===== src/rtl/sar_adc_pkg.sv =====
package sar_adc_pkg;
  localparam int unsigned RES_W = 12;

  typedef enum logic [1:0] {SZ_BYTE = 2'd0, SZ_HALF = 2'd1, SZ_WORD = 2'd2} acc_size_e;

  // word index = addr[5:2]
  localparam logic [3:0] IDX_EN   = 4'h0;
  localparam logic [3:0] IDX_CFG  = 4'h1;
  localparam logic [3:0] IDX_CTL  = 4'h2;
  localparam logic [3:0] IDX_STAT = 4'h3;
  localparam logic [3:0] IDX_BDAT = 4'h7;
  localparam logic [3:0] IDX_ADAT = 4'h8;

  function automatic logic low_lane_hit(logic [1:0] size, logic [1:0] off);
    case (size)
      SZ_WORD: return 1'b1;
      SZ_HALF: return !off[1];
      SZ_BYTE: return off == 2'd0;
      default: return 1'b0;
    endcase
  endfunction
endpackage


===== src/rtl/sar_conv_engine.sv =====
module sar_conv_engine #(
  parameter int unsigned CONV_CYCLES = 16,
  parameter int unsigned RES_W       = 12
) (
  input  logic             clk_i,
  input  logic             rst_ni,
  input  logic             start_i,
  input  logic [RES_W-1:0] sample_i,
  output logic             busy_o,
  output logic [RES_W-1:0] result_o
);
  localparam int unsigned CNT_W = $clog2(CONV_CYCLES > 1 ? CONV_CYCLES : 2);
  localparam logic [CNT_W-1:0] LAST = CNT_W'(CONV_CYCLES - 1);

  logic [CNT_W-1:0] cnt_q;
  logic [RES_W-1:0] hold_q;

  always_ff @(posedge clk_i or negedge rst_ni) begin
    if (!rst_ni) begin
      busy_o   <= 1'b0;
      cnt_q    <= '0;
      hold_q   <= '0;
      result_o <= '0;
    end else if (start_i && !busy_o) begin
      busy_o <= 1'b1;
      cnt_q  <= '0;
      hold_q <= sample_i;
    end else if (busy_o) begin
      if (cnt_q == LAST) begin
        busy_o   <= 1'b0;
        result_o <= hold_q;
      end else begin
        cnt_q <= cnt_q + 1'b1;
      end
    end
  end

  assert_busy_from_start_R2: assert property (@(posedge clk_i) disable iff (!rst_ni)
    $rose(busy_o) |-> $past(start_i));

  assert_result_at_done_R3: assert property (@(posedge clk_i) disable iff (!rst_ni)
    !$fell(busy_o) |-> $stable(result_o));
endmodule


===== src/rtl/sar_settle_timer.sv =====
module sar_settle_timer #(
  parameter int unsigned SETTLE_CYCLES = 100000
) (
  input  logic clk_i,
  input  logic rst_ni,
  input  logic trigger_i,
  output logic active_o
);
  localparam int unsigned CNT_W = $clog2(SETTLE_CYCLES + 1);

  logic [CNT_W-1:0] cnt_q;

  always_ff @(posedge clk_i or negedge rst_ni) begin
    if (!rst_ni)                cnt_q <= '0;
    else if (trigger_i)         cnt_q <= CNT_W'(SETTLE_CYCLES);
    else if (cnt_q != '0)       cnt_q <= cnt_q - 1'b1;
  end

  assign active_o = cnt_q != '0;

  assert_settle_armed_R8: assert property (@(posedge clk_i) disable iff (!rst_ni)
    $rose(active_o) |-> $past(trigger_i));
endmodule


===== src/rtl/sar_adc_ctrl.sv =====
module sar_adc_ctrl
  import sar_adc_pkg::*;
#(
  parameter int unsigned CONV_CYCLES   = 16,
  parameter int unsigned SETTLE_CYCLES = 100000,
  parameter int unsigned BAT_HI_BITS   = 10
) (
  input  logic        clk_i,
  input  logic        rst_ni,
  input  logic        req_i,
  input  logic        we_i,
  input  logic [1:0]  size_i,
  input  logic [5:0]  addr_i,
  input  logic [31:0] wdata_i,
  output logic [31:0] rdata_o,
  input  logic [11:0] aux0_sample_i,
  input  logic [11:0] aux1_sample_i,
  input  logic [11:0] bat_sample_i
);
  localparam int unsigned BAT_SHIFT = RES_W - BAT_HI_BITS;
  localparam int unsigned N_ENG = 2; // 0 aux, 1 battery

  logic [3:0]       idx;
  logic             wr_lo, en_wr, cfg_wr, ctl_wr;
  logic             pd_q, low_q;
  logic [1:0]       sel_q;
  logic [7:0]       ctl_q;
  logic             settling, settle_trig;
  logic [N_ENG-1:0] busy, start;
  logic [RES_W-1:0] smp [N_ENG];
  logic [RES_W-1:0] res [N_ENG];
  logic             aux_sel_ok, start_ok;
  logic             unused_wdata;

  assign unused_wdata = ^wdata_i[31:8];

  assign idx    = addr_i[5:2];
  assign wr_lo  = req_i && we_i && low_lane_hit(size_i, addr_i[1:0]);
  assign en_wr  = wr_lo && (idx == IDX_EN);
  assign cfg_wr = wr_lo && (idx == IDX_CFG);
  assign ctl_wr = wr_lo && (idx == IDX_CTL);

  assign aux_sel_ok  = (sel_q == 2'b01) || (sel_q == 2'b10);
  assign start_ok    = en_wr && !pd_q && !wdata_i[7] && !settling;
  assign settle_trig = ctl_wr && (wdata_i[7:0] == 8'hFF) && !pd_q && (busy == '0);

  always_comb begin
    start[0] = start_ok && wdata_i[0] && aux_sel_ok && !busy[0];
    start[1] = start_ok && wdata_i[1] && !busy[1];
  end

  // source held by the engine at its start edge
  assign smp[0] = sel_q[1] ? aux1_sample_i : aux0_sample_i;
  assign smp[1] = low_q ? bat_sample_i : (bat_sample_i >> BAT_SHIFT);

  for (genvar e = 0; e < N_ENG; e++) begin : g_eng
    sar_conv_engine #(
      .CONV_CYCLES(CONV_CYCLES),
      .RES_W      (RES_W)
    ) u_eng (
      .clk_i   (clk_i),
      .rst_ni  (rst_ni),
      .start_i (start[e]),
      .sample_i(smp[e]),
      .busy_o  (busy[e]),
      .result_o(res[e])
    );
  end

  sar_settle_timer #(
    .SETTLE_CYCLES(SETTLE_CYCLES)
  ) u_settle (
    .clk_i    (clk_i),
    .rst_ni   (rst_ni),
    .trigger_i(settle_trig),
    .active_o (settling)
  );

  always_ff @(posedge clk_i or negedge rst_ni) begin
    if (!rst_ni) begin
      pd_q  <= 1'b0;
      sel_q <= 2'b00;
      low_q <= 1'b0;
      ctl_q <= 8'h00;
    end else begin
      if (en_wr)  pd_q <= wdata_i[7];
      if (cfg_wr) begin
        sel_q <= wdata_i[1:0];
        low_q <= wdata_i[4];
      end
      if (ctl_wr) ctl_q <= wdata_i[7:0];
    end
  end

  always_comb begin
    rdata_o = '0;
    case (idx)
      IDX_EN:   rdata_o = {24'd0, pd_q, 5'd0, busy};
      IDX_CFG:  rdata_o = {27'd0, low_q, 2'd0, sel_q};
      IDX_CTL:  rdata_o = {24'd0, ctl_q};
      IDX_STAT: rdata_o = {31'd0, settling};
      IDX_BDAT: rdata_o = {{(32-RES_W){1'b0}}, res[1]};
      IDX_ADAT: rdata_o = {{(32-RES_W){1'b0}}, res[0]};
      default:  rdata_o = '0;
    endcase
  end

  assert_pd_blocks_start_R7: assert property (@(posedge clk_i) disable iff (!rst_ni)
    ($rose(busy[0]) || $rose(busy[1])) |-> !$past(pd_q) && !pd_q);

  assert_settle_blocks_start_R8: assert property (@(posedge clk_i) disable iff (!rst_ni)
    settling |=> !($rose(busy[0]) || $rose(busy[1])));

  assert_aux_sel_valid_R4: assert property (@(posedge clk_i) disable iff (!rst_ni)
    $rose(busy[0]) |-> ($past(sel_q) == 2'b01 || $past(sel_q) == 2'b10));
endmodule


===== config.mk =====
export PLATFORM = sky130hd
export DESIGN_NAME = sar_adc_ctrl
export DESIGN_NICKNAME = d
export VERILOG_FILES = /design/src/rtl/sar_adc_pkg.sv /design/src/rtl/sar_conv_engine.sv /design/src/rtl/sar_settle_timer.sv /design/src/rtl/sar_adc_ctrl.sv
export SDC_FILE = /design/constraint.sdc
export NUM_CORES = 1
export LEC_CHECK = 0
export ABC_AREA = 1
export ABC_CLOCK_PERIOD_IN_PS = 2300
export BUFFER_PORTS_ARGS = -buffer_cell sky130_fd_sc_hd__buf_2
export CAP_MARGIN = 0
export CORE_MARGIN = 5
export CORE_UTILIZATION = 25
export DETAILED_ROUTE_END_ITERATION = 10
export SETUP_SLACK_MARGIN = 0.1
export SLEW_MARGIN = 20
export SYNTH_ARGS = -nofsm -noshare
export SYNTH_HDL_FRONTEND = slang
export SYNTH_SLANG_ARGS = --single-unit

===== constraint.sdc =====
create_clock -name clk_i -period 2.3 [get_ports clk_i]
set_clock_uncertainty 0.15 [all_clocks]
set_input_delay 0.46 -clock clk_i [delete_from_list [all_inputs] [get_ports clk_i]]
set_output_delay 0.46 -clock clk_i [all_outputs]
set_load 0.02 [all_outputs]

==> results of run 1 <==
==> path summary, 6_finish.rpt <==
check                                    startpoint                         end  slack (ns)  cells past startpoint
hold / removal                           wdata_i[1]                    sel_q[1]        0.22                      3
max in group asynchronous                    rst_ni  g_eng[0].u_eng.result_o[8]        1.04                      3
hold reg to reg            g_eng[1].u_eng.hold_q[6]    g_eng[1].u_eng.hold_q[6]        0.32                      2
min in group asynchronous                    rst_ni    g_eng[0].u_eng.hold_q[0]        0.37                      2
setup / recovery                  u_settle.cnt_q[1]                  rdata_o[0]       -0.07                     10
setup reg to reg                  u_settle.cnt_q[1]    g_eng[1].u_eng.hold_q[3]        0.26                     11
==> critical path: cells and delay by family, from the launching register on <==
| kind | cells | cell delay [ns] |
|---|---|---|
| simple gates | 6 | 0.60 |
| buf+inv | 3 | 0.30 |
| fa+ha+maj | 1 | 0.15 |
| flops | 1 | 0.38 |
==> timing repair <==
item                                   CTS  global route
endpoints found under the hold margin   10             0
setup endpoints to repair                4             9
pin swaps                                3             5
setup buffers                            3             4
resized for setup                       11            28
hold buffers                             1             0
==> flip-flops by register name, summed over array words and instances (netlist names) <==
signal and count:
g_eng.u_eng.hold_q 24, u_settle.cnt_q 17, sel_q 2, pd_q 1, g_eng.u_eng.busy_o 2, low_q 1, ctl_q 8, g_eng.u_eng.result_o 24
g_eng.u_eng.cnt_q 8
==> stage by stage <==
step                utilization [%]  hold slack, ns  instance area (um^2)  total power, mW  instances
floorplan                         -          0.0144                  4790             2.05        626
global placement               28.6           0.168                  5330             2.23        908
detailed placement             28.6           0.170                  5330             2.24        908
CTS                            30.5           0.209                  5690             3.79        928
global route                   31.1           0.236                  5800             3.96        932
finish                         31.1           0.218                  5800             3.78        932
==> power by group through the flow <==
| stage | Sequential, mW | Clock, mW | Combinational, mW |
|---|---|---|---|
| floorplan | 1.69 | 0 | 0.358 |
| global placement | 1.72 | 0 | 0.512 |
| detailed placement | 1.72 | 0 | 0.518 |
| CTS | 1.69 | 1.58 | 0.524 |
| global route | 1.71 | 1.64 | 0.614 |
| finish | 1.69 | 1.55 | 0.537 |
==> placed cells by master, fill, tap and decap left out, types with 4 or more instances in the layout <==
cell type  netlist  layout
buf_2            5      60
nor3_1           8       7
dfrtp_1         87      87
buf_6            3       6
nand3b_1         6       6
mux2_2          12      12
conb_1           1      20
nand2_2          3       4
nor2_4           6       6
nand3_1         46      44
xor2_1           9       9
inv_1           59      54
ha_1             4       4
nand3_2          2       4
buf_4           20      26
clkbuf_16        0       9
nor2_2           5       8
a21oi_1         26      24
nand4_1          8       8
inv_2            0       4
nor2_1          52      49
nand2_1        190     188
o21ai_0         31      25
==> cells by family after synthesis <==
logic type,count (synthesis),share of synthesized area [%]
XOR/XNOR,10,1.86
multiplexers,12,2.86
adder cells (fa/ha/maj),4,1.06
other,1,0.0795
AND/OR/NAND/NOR,331,30.7
buffers and inverters,97,9.91
AO/OA/AOI/OAI,65,7.37
flip-flops,87,46.1
==> cell type report <==
cell class	instances	area, um^2	area share, %
clock inverter	6	75.1	1.29
timing repair buffer	94	593	10.2
clock buffer	10	239	4.12
sequential	87	2180	37.5
inverter	59	224	3.86
tap	234	293	5.04
multi-input combinational	442	2200	38.0
==> layer usage <==
layer	share of wire [%]	track usage (%)	routed length (um)	vias to the layer above
li1	-	-	-	2062
met1	48	16.1	5820	1895
met4	2.3	4.01	278	0
met3	5.6	2.61	677	18
met2	44	16.9	5290	105
met5	0	0	0	-
==> results.tsv, run 1 <==
metric	value	unit
Post-synth EDFFs	0	
Post-Syn Instances	607	
CTS tree	built	
via/cell ratio	4.38	
most numerous cell in the Yosys netlist	nand2_1	
unrepaired setup endpoints after global routing	yes	
IO Count	112	
CP Cell Sequence	inv_2, ha_1, inv_2, nor2_2, nand2_1, nor2_2, nand2_1, nand3_1, nand3b_1, buf_6	
largest net degree at the start of global routing	49	
Initial Util	25.3	%
clock root buffer	clkbuf_16	
nets@finish	777	
top post-synthesis cells by count	nand2_1 (190), dfrtp_1 (87), inv_1 (59)	
peak supply drop	0.361	mV
overall routing resource usage	11.3	%
fillcell total	1973	
First DRT Iteration DRCs	260	
total gr overflow	0	
# clock sinks	87	
area fraction of the dominant cell type after synthesis	46.1	%
Gate power share	14.2	%
synth top area cells	dfrtp_1 (46%), nand2_1 (15%), nand3_1 (4.9%), inv_1 (4.7%), nor2_1 (4.1%)	
Fin Setup TNS	-0.0736	ns
dpl ws	0.0149	ns
crit-path max FO	3	
DIE HEIGHT	147	um
DRC viols	0	
largest area contributor in the netlist	dfrtp_1	
P&R area growth vs syn	23.0	%
clock buffer depth	2	
critical setup path kind	reg -> out	
initial antenna violation count	0	
total die area	0.0217	mm^2
slowest stage cell on the critical path	dfrtp_1	
Final setup viols	1	
WP data arrival	1.76	ns
cell-internal power	2.69	mW
drt pass-1 iters	5	
Net Sw Power	1.09	mW
Synth async-reset ratio	100	%
gpl congestion	0.819	
Seq cells post-synth	87	
Startpoint Class	register	
CP max stage delay	0.38	ns
worst setup margin	-0.0736	ns
synth unique cells	30	
CP required	1.69	ns
layout cells sized above 1	22.9	%
Final ANT Viol Nets	0	
post-detail-place hpwl	9000	um
Mapped Avg Cell Area	7.78	um^2
IO Port Bufs	67	
Num CTS Buffers	9	
top achievable clock speed	421	MHz
register area share after synthesis	46.1	%
Sw Share	28.9	%
crit path time final	2.37	ns
WL per Instance	13.0	um
vias post-DR	4080	
first-pass GRT wire length	19700	um
clk slew on worst S/H paths	0.06	ns
synthesized area	0.00472	mm^2
Hold WC Path Type	in -> reg	
Top FF cell, synth	dfrtp_1	
Flop pwr share	44.8	%
ant diodes	0	
Critical Path End Type	output port	
Clock Latency Late Sink	0.34	ns
WL final	12100	um
failing checks	setup timing	
LEAKAGE	2.98	nW
Clk pwr share	40.9	%
Max Slew Vio Count	0	
vias in the first global route	3934	
htree depth	3	
Final Hold Fails	0	
status	finished, violations left	
Die W	147	um
Final Cycle Share	103	%
synth warn	0	
# rows	50	
pwr/cell area	651	mW/mm^2
Core Area	0.0186	mm^2
Max-cap violations	0	
Note: power is estimated with default switching activity, not from simulation.
==> run 2: changes to the inputs <==
--- a/config.mk
+++ b/config.mk
@@ -9,9 +9,13 @@
 export ABC_CLOCK_PERIOD_IN_PS = 2300
 export BUFFER_PORTS_ARGS = -buffer_cell sky130_fd_sc_hd__buf_2
 export CAP_MARGIN = 0
+export CELL_PAD_IN_SITES_DETAIL_PLACEMENT = 0
+export CELL_PAD_IN_SITES_GLOBAL_PLACEMENT = 1
 export CORE_MARGIN = 5
 export CORE_UTILIZATION = 25
 export DETAILED_ROUTE_END_ITERATION = 10
+export HOLD_SLACK_MARGIN = 0.05
+export PLACE_DENSITY_LB_ADDON = 0.1
 export SETUP_SLACK_MARGIN = 0.1
 export SLEW_MARGIN = 20
 export SYNTH_ARGS = -nofsm -noshare
==> results.tsv, run 2 (synthesized netlist as in run 1, its figures left out) <==
metric	value	unit	change
DIE HEIGHT	147	um	unchanged
vias post-DR	4164		+2.1%
First DRT Iteration DRCs	183		-30%
peak supply drop	0.368	mV	+2.0%
Final ANT Viol Nets	0		unchanged
WHS Endpoint	sel_q[1]		
commonest cells after routing, fill and taps aside	nand2_1 (185), dfrtp_1 (87), buf_2 (59)		
first-pass GRT wire length	21900	um	+11%
Fin Setup TNS	0	ns	+0.0736 ns
max_slew headroom	64.2	%	
initial antenna violation count	0		unchanged
crit path time final	2.30	ns	-0.0779 ns
unrepaired setup endpoints after global routing	yes		
Die W	147	um	unchanged
crit-path max FO	4		+1
worst-case reg-to-reg path depth	15		+4
setup slack, reg-to-reg	0.06	ns	-0.20 ns
vias in the first global route	4218		+7.2%
Final Cycle Share	99.8	%	-3.4 points
r2r endpoint	u_settle.cnt_q[12]		
CTS tree	built		
via/cell ratio	4.42		+0.98%
clock root buffer	clkbuf_16		
total gr overflow	0		unchanged
R2R Path Start	u_settle.cnt_q[0]		
status	complete, no violations		
top flop regs	g_eng.u_eng.hold_q: 24 flops, g_eng.u_eng.result_o: 24 flops, u_settle.cnt_q: 17 flops		
post-detail-place hpwl	9700	um	+7.7%
clk slew on worst S/H paths	0.07	ns	about the same
total die area	0.0217	mm^2	unchanged
Max-cap violations	0		unchanged
Final setup viols	0		-1
WP data arrival	1.69	ns	-0.07 ns
Critical Path End Type	output port		
# clock sinks	87		unchanged
Initial Util	25.3	%	unchanged
Util after Layout	31.4	%	+0.30 points
nets@finish	787		+1.3%
ant diodes	0		unchanged
top achievable clock speed	436	MHz	+3.4%
LEAKAGE	3.00	nW	+0.72%
Num CTS Buffers	9		unchanged
Worst Tran Pin Value	0.537	ns	
WL final	13000	um	+7.7%
worst setup margin	0.00433	ns	+0.0779 ns
commonest non-fill, non-tap cell in the layout	nand2_1		
drt pass-1 iters	4		-1
clock buffer depth	2		unchanged
htree depth	3		unchanged
IO Count	112		unchanged
hold path depth	3		unchanged
# rows	50		unchanged
Clock Latency Late Sink	0.35	ns	about the same
Hold WC Path Type	in -> reg		
Startpoint Class	register		
pwr/cell area	627	mW/mm^2	-3.6%
Final Hold Fails	0		unchanged
DRC viols	0		unchanged
P&R area growth vs syn	24.2	%	
worst min-delay path startpoint	wdata_i[1]		
Core Area	0.0186	mm^2	unchanged
CP required	1.69	ns	about the same
WL per Instance	13.8	um	+6.6%
largest net degree at the start of global routing	88		+80%
Max Slew Vio Count	0		unchanged
IO Port Bufs	67		unchanged
dpl ws	0.0121	ns	-0.00283 ns
gpl congestion	0.773		-5.7%
overall routing resource usage	12.5	%	+1.2 points
layout cells sized above 1	24.4	%	+1.5 points
critical setup path kind	reg -> out		
## run 2: layer usage
layer / share of wire, % / vias to the layer above / GRT usage (%)
li1: - / 2092 / -
met1: 49 / 1972 / 17.4
met4: 1.2 / 0 / 3.22
met2: 45 / 89 / 19.6
met3: 4.1 / 11 / 3.25
met5: 0 / - / 0
## run 2: power by group
part	internal, mW	switching, mW	leakage (nW)
combinational	0.191	0.345	1.76
clock	0.776	0.672	0.136
sequential	1.61	0.0838	1.11
## run 2: worst max-delay path by stage
stage	slack, ns	from	end
6_report	0.004	u_settle.cnt_q[10]	rdata_o[0]
5_1_grt	-0.13	u_settle.cnt_q[10]	rdata_o[0]
4_1_cts	-0.05	u_settle.cnt_q[1]	rdata_o[0]
3_5_place_dp	0.01	addr_i[3]	rdata_o[7]
3_3_place_gp	0.05	addr_i[5]	rdata_o[4]
2_1_floorplan	0.27	u_settle.cnt_q[0]	rdata_o[0]
## run 2: what timing repair did
item / in CTS / in global routing
hold buffers: 1 / 0
endpoints found under the setup margin: 17 / 45
buffers inserted: 14 / 1
pin swaps: 7 / 5
hold endpoints to repair: 79 / 0
gates resized for setup: 17 / 21
## run 2: layout make-up
class / count / area [um^2]
multi-input combinational: 442 / 2230
fill: 2033 / 12800
clock inverter: 6 / 50.0
inverter: 59 / 221
tap: 234 / 293
sequential: 87 / 2180
timing repair buffer: 104 / 652
clock buffer: 10 / 239
## run 2: worst max-delay path: stages (launching register included)
cell and delay (ns):
dfrtp_1 0.40, nor2_2 0.18, nand2_1 0.10, nor2_2 0.18
nand2_1 0.12, nand3_1 0.08, nand3b_1 0.12, buf_6 0.15
## run 2: through the flow
stage / hold WS, ns / instance area (um^2) / power [mW] / instances
6_report: 0.190 / 5860 / 3.68 / 942
5_1_grt: 0.192 / 5860 / 3.90 / 942
4_1_cts: 0.178 / 5800 / 3.74 / 941
3_5_place_dp: 0.310 / 5350 / 2.23 / 910
3_3_place_gp: 0.315 / 5350 / 2.23 / 910
2_1_floorplan: 0.0144 / 4790 / 2.05 / 626
==> run 3: changes to the inputs <==
--- a/config.mk
+++ b/config.mk
@@ -15,7 +15,8 @@
 export CORE_UTILIZATION = 25
 export DETAILED_ROUTE_END_ITERATION = 10
 export HOLD_SLACK_MARGIN = 0.05
-export PLACE_DENSITY_LB_ADDON = 0.1
+export MAX_ROUTING_LAYER = met4
+export PLACE_DENSITY = 0.62
 export SETUP_SLACK_MARGIN = 0.1
 export SLEW_MARGIN = 20
 export SYNTH_ARGS = -nofsm -noshare
==> results.tsv, run 3 (synthesized netlist as in run 1, its figures left out) <==
metric	value	unit	change
Final Cycle Share	99.1	%	-0.70 points
# clock sinks	87		unchanged
Final Power	3.77	mW	+2.5%
LEAKAGE	3.00	nW	about the same
nets@finish	781		-0.76%
DRC viols	0		unchanged
CP max stage delay	0.39	ns	about the same
WHS Endpoint	sel_q[0]		
via/cell ratio	4.29		-3.1%
hold path depth	3		unchanged
Core Area	0.0186	mm^2	unchanged
r2r endpoint	g_eng[0].u_eng.cnt_q[3]		
layout cells sized above 1	23.4	%	-1.1 points
vias in the first global route	3944		-6.5%
IO Count	112		unchanged
total gr overflow	0		unchanged
overall routing resource usage	11.9	%	-0.60 points
htree depth	3		unchanged
status	complete, no violations		
Hold WC Path Type	in -> reg		
setup slack, reg-to-reg	0.30	ns	+0.24 ns
commonest non-fill, non-tap cell in the layout	nand2_1		
first-pass GRT wire length	20300	um	-7.3%
crit path time final	2.28	ns	-0.0162 ns
commonest cells after routing, fill and taps aside	nand2_1 (188), dfrtp_1 (87), buf_2 (59)		
IO Port Bufs	67		unchanged
worst-case reg-to-reg path depth	13		-2
initial antenna violation count	0		unchanged
Final Hold Fails	0		unchanged
crit-path max FO	3		-1
WL per Instance	13.3	um	-4.0%
unrepaired setup endpoints after global routing	yes		
worst min-delay path startpoint	wdata_i[0]		
CTS tree	built		
Critical Path End Type	output port		
Die W	147	um	unchanged
top achievable clock speed	439	MHz	+0.71%
vias post-DR	4011		-3.7%
drt pass-1 iters	4		unchanged
Num CTS Buffers	9		unchanged
First DRT Iteration DRCs	260		+42%
Initial Util	25.3	%	unchanged
DIE HEIGHT	147	um	unchanged
Hold Slack	0.211	ns	+0.0216 ns
WP data arrival	1.67	ns	-0.02 ns
top flop regs	g_eng.u_eng.hold_q: 24 flops, g_eng.u_eng.result_o: 24 flops, u_settle.cnt_q: 17 flops		
critical setup path kind	reg -> out		
# rows	50		unchanged
peak supply drop	0.284	mV	-23%
clock root buffer	clkbuf_16		
Fin Setup TNS	0	ns	unchanged
slowest stage cell on the critical path	dfrtp_1		
R2R Path Start	u_settle.cnt_q[1]		
pwr/cell area	644	mW/mm^2	+2.7%
clock buffer depth	2		unchanged
fillcell total	2077		+2.2%
Top delay family on crit path	simple AND/OR/NAND/NOR gates		
Startpoint Class	register		
ant diodes	0		unchanged
Final setup viols	0		unchanged
CP required	1.69	ns	about the same
CP Cell Sequence	inv_2, ha_4, inv_2, nor2_2, nand2_1, nor2_1, nand2_1, nand3_1, nand3b_1, buf_6		
Clock Latency Late Sink	0.34	ns	about the same
Max-cap violations	0		unchanged
Final ANT Viol Nets	0		unchanged
P&R area growth vs syn	24.0	%	
WP buf/inv	3		+2
WL final	12400	um	-4.6%
gpl congestion	0.795		+2.9%
post-detail-place hpwl	9420	um	-2.9%
total die area	0.0217	mm^2	unchanged
Max Slew Vio Count	0		unchanged
clk slew on worst S/H paths	0.07	ns	about the same
largest net degree at the start of global routing	39		-56%
run 3: cell type report:
cell class	instances	area (um^2)	share of cell area, %
multi-input cells	442	2230	38.1
flip-flops and latches	87	2180	37.2
repair buffers	98	619	10.6
well taps	234	293	5.00
clock buffers	10	239	4.08
inverters	59	221	3.78
clock inverters	6	75.1	1.28
run 3: report_power, final:
group / switching, mW / total (mW) / internal [mW]
combinational: 0.359 / 0.554 / 0.195
sequential: 0.0674 / 1.68 / 1.61
clock: 0.650 / 1.54 / 0.889
total: 1.08 / 3.77 / 2.69
run 3: metal layers:
metal,global-route usage [%],routed length (um)
met4,2.80,87
met5,-,0
met3,2.70,502
met1,16.7,6200
met2,17.7,5610
run 3: timing repair:
item                       CTS  global route
pin swaps                    1             4
hold endpoints to repair    25             0
setup buffers                3             3
hold buffers                 1             0
gates resized for setup      8            29
setup endpoints to repair    7            12
run 3: metrics by stage:
| stage | instances | util (%) | cell area (um^2) | worst slack [ns] |
|---|---|---|---|---|
| floorplan | 626 | - | 4790 | 0.271 |
| global placement | 913 | 28.9 | 5380 | 0.0627 |
| detailed placement | 913 | 28.9 | 5380 | 0.0639 |
| CTS | 933 | 30.8 | 5740 | -0.00309 |
| global route | 936 | 31.4 | 5850 | -0.0868 |
| finish | 936 | 31.4 | 5850 | 0.0205 |
run 3: worst max path at each step:
stage,from,end,slack [ns],cells after the start
after floorplan,u_settle.cnt_q[0],rdata_o[0],0.27,10
after global placement,addr_i[3],rdata_o[3],0.06,6
after detailed placement,addr_i[3],rdata_o[7],0.06,8
after CTS,u_settle.cnt_q[1],rdata_o[0],-0.003,10
after global routing,u_settle.cnt_q[1],rdata_o[0],-0.09,10
final,u_settle.cnt_q[1],rdata_o[0],0.02,10
run 3: worst min-delay path: stages:
cell and delay (ns):
buf_2 0.09, nand2_1 0.05, o21ai_0 0.06
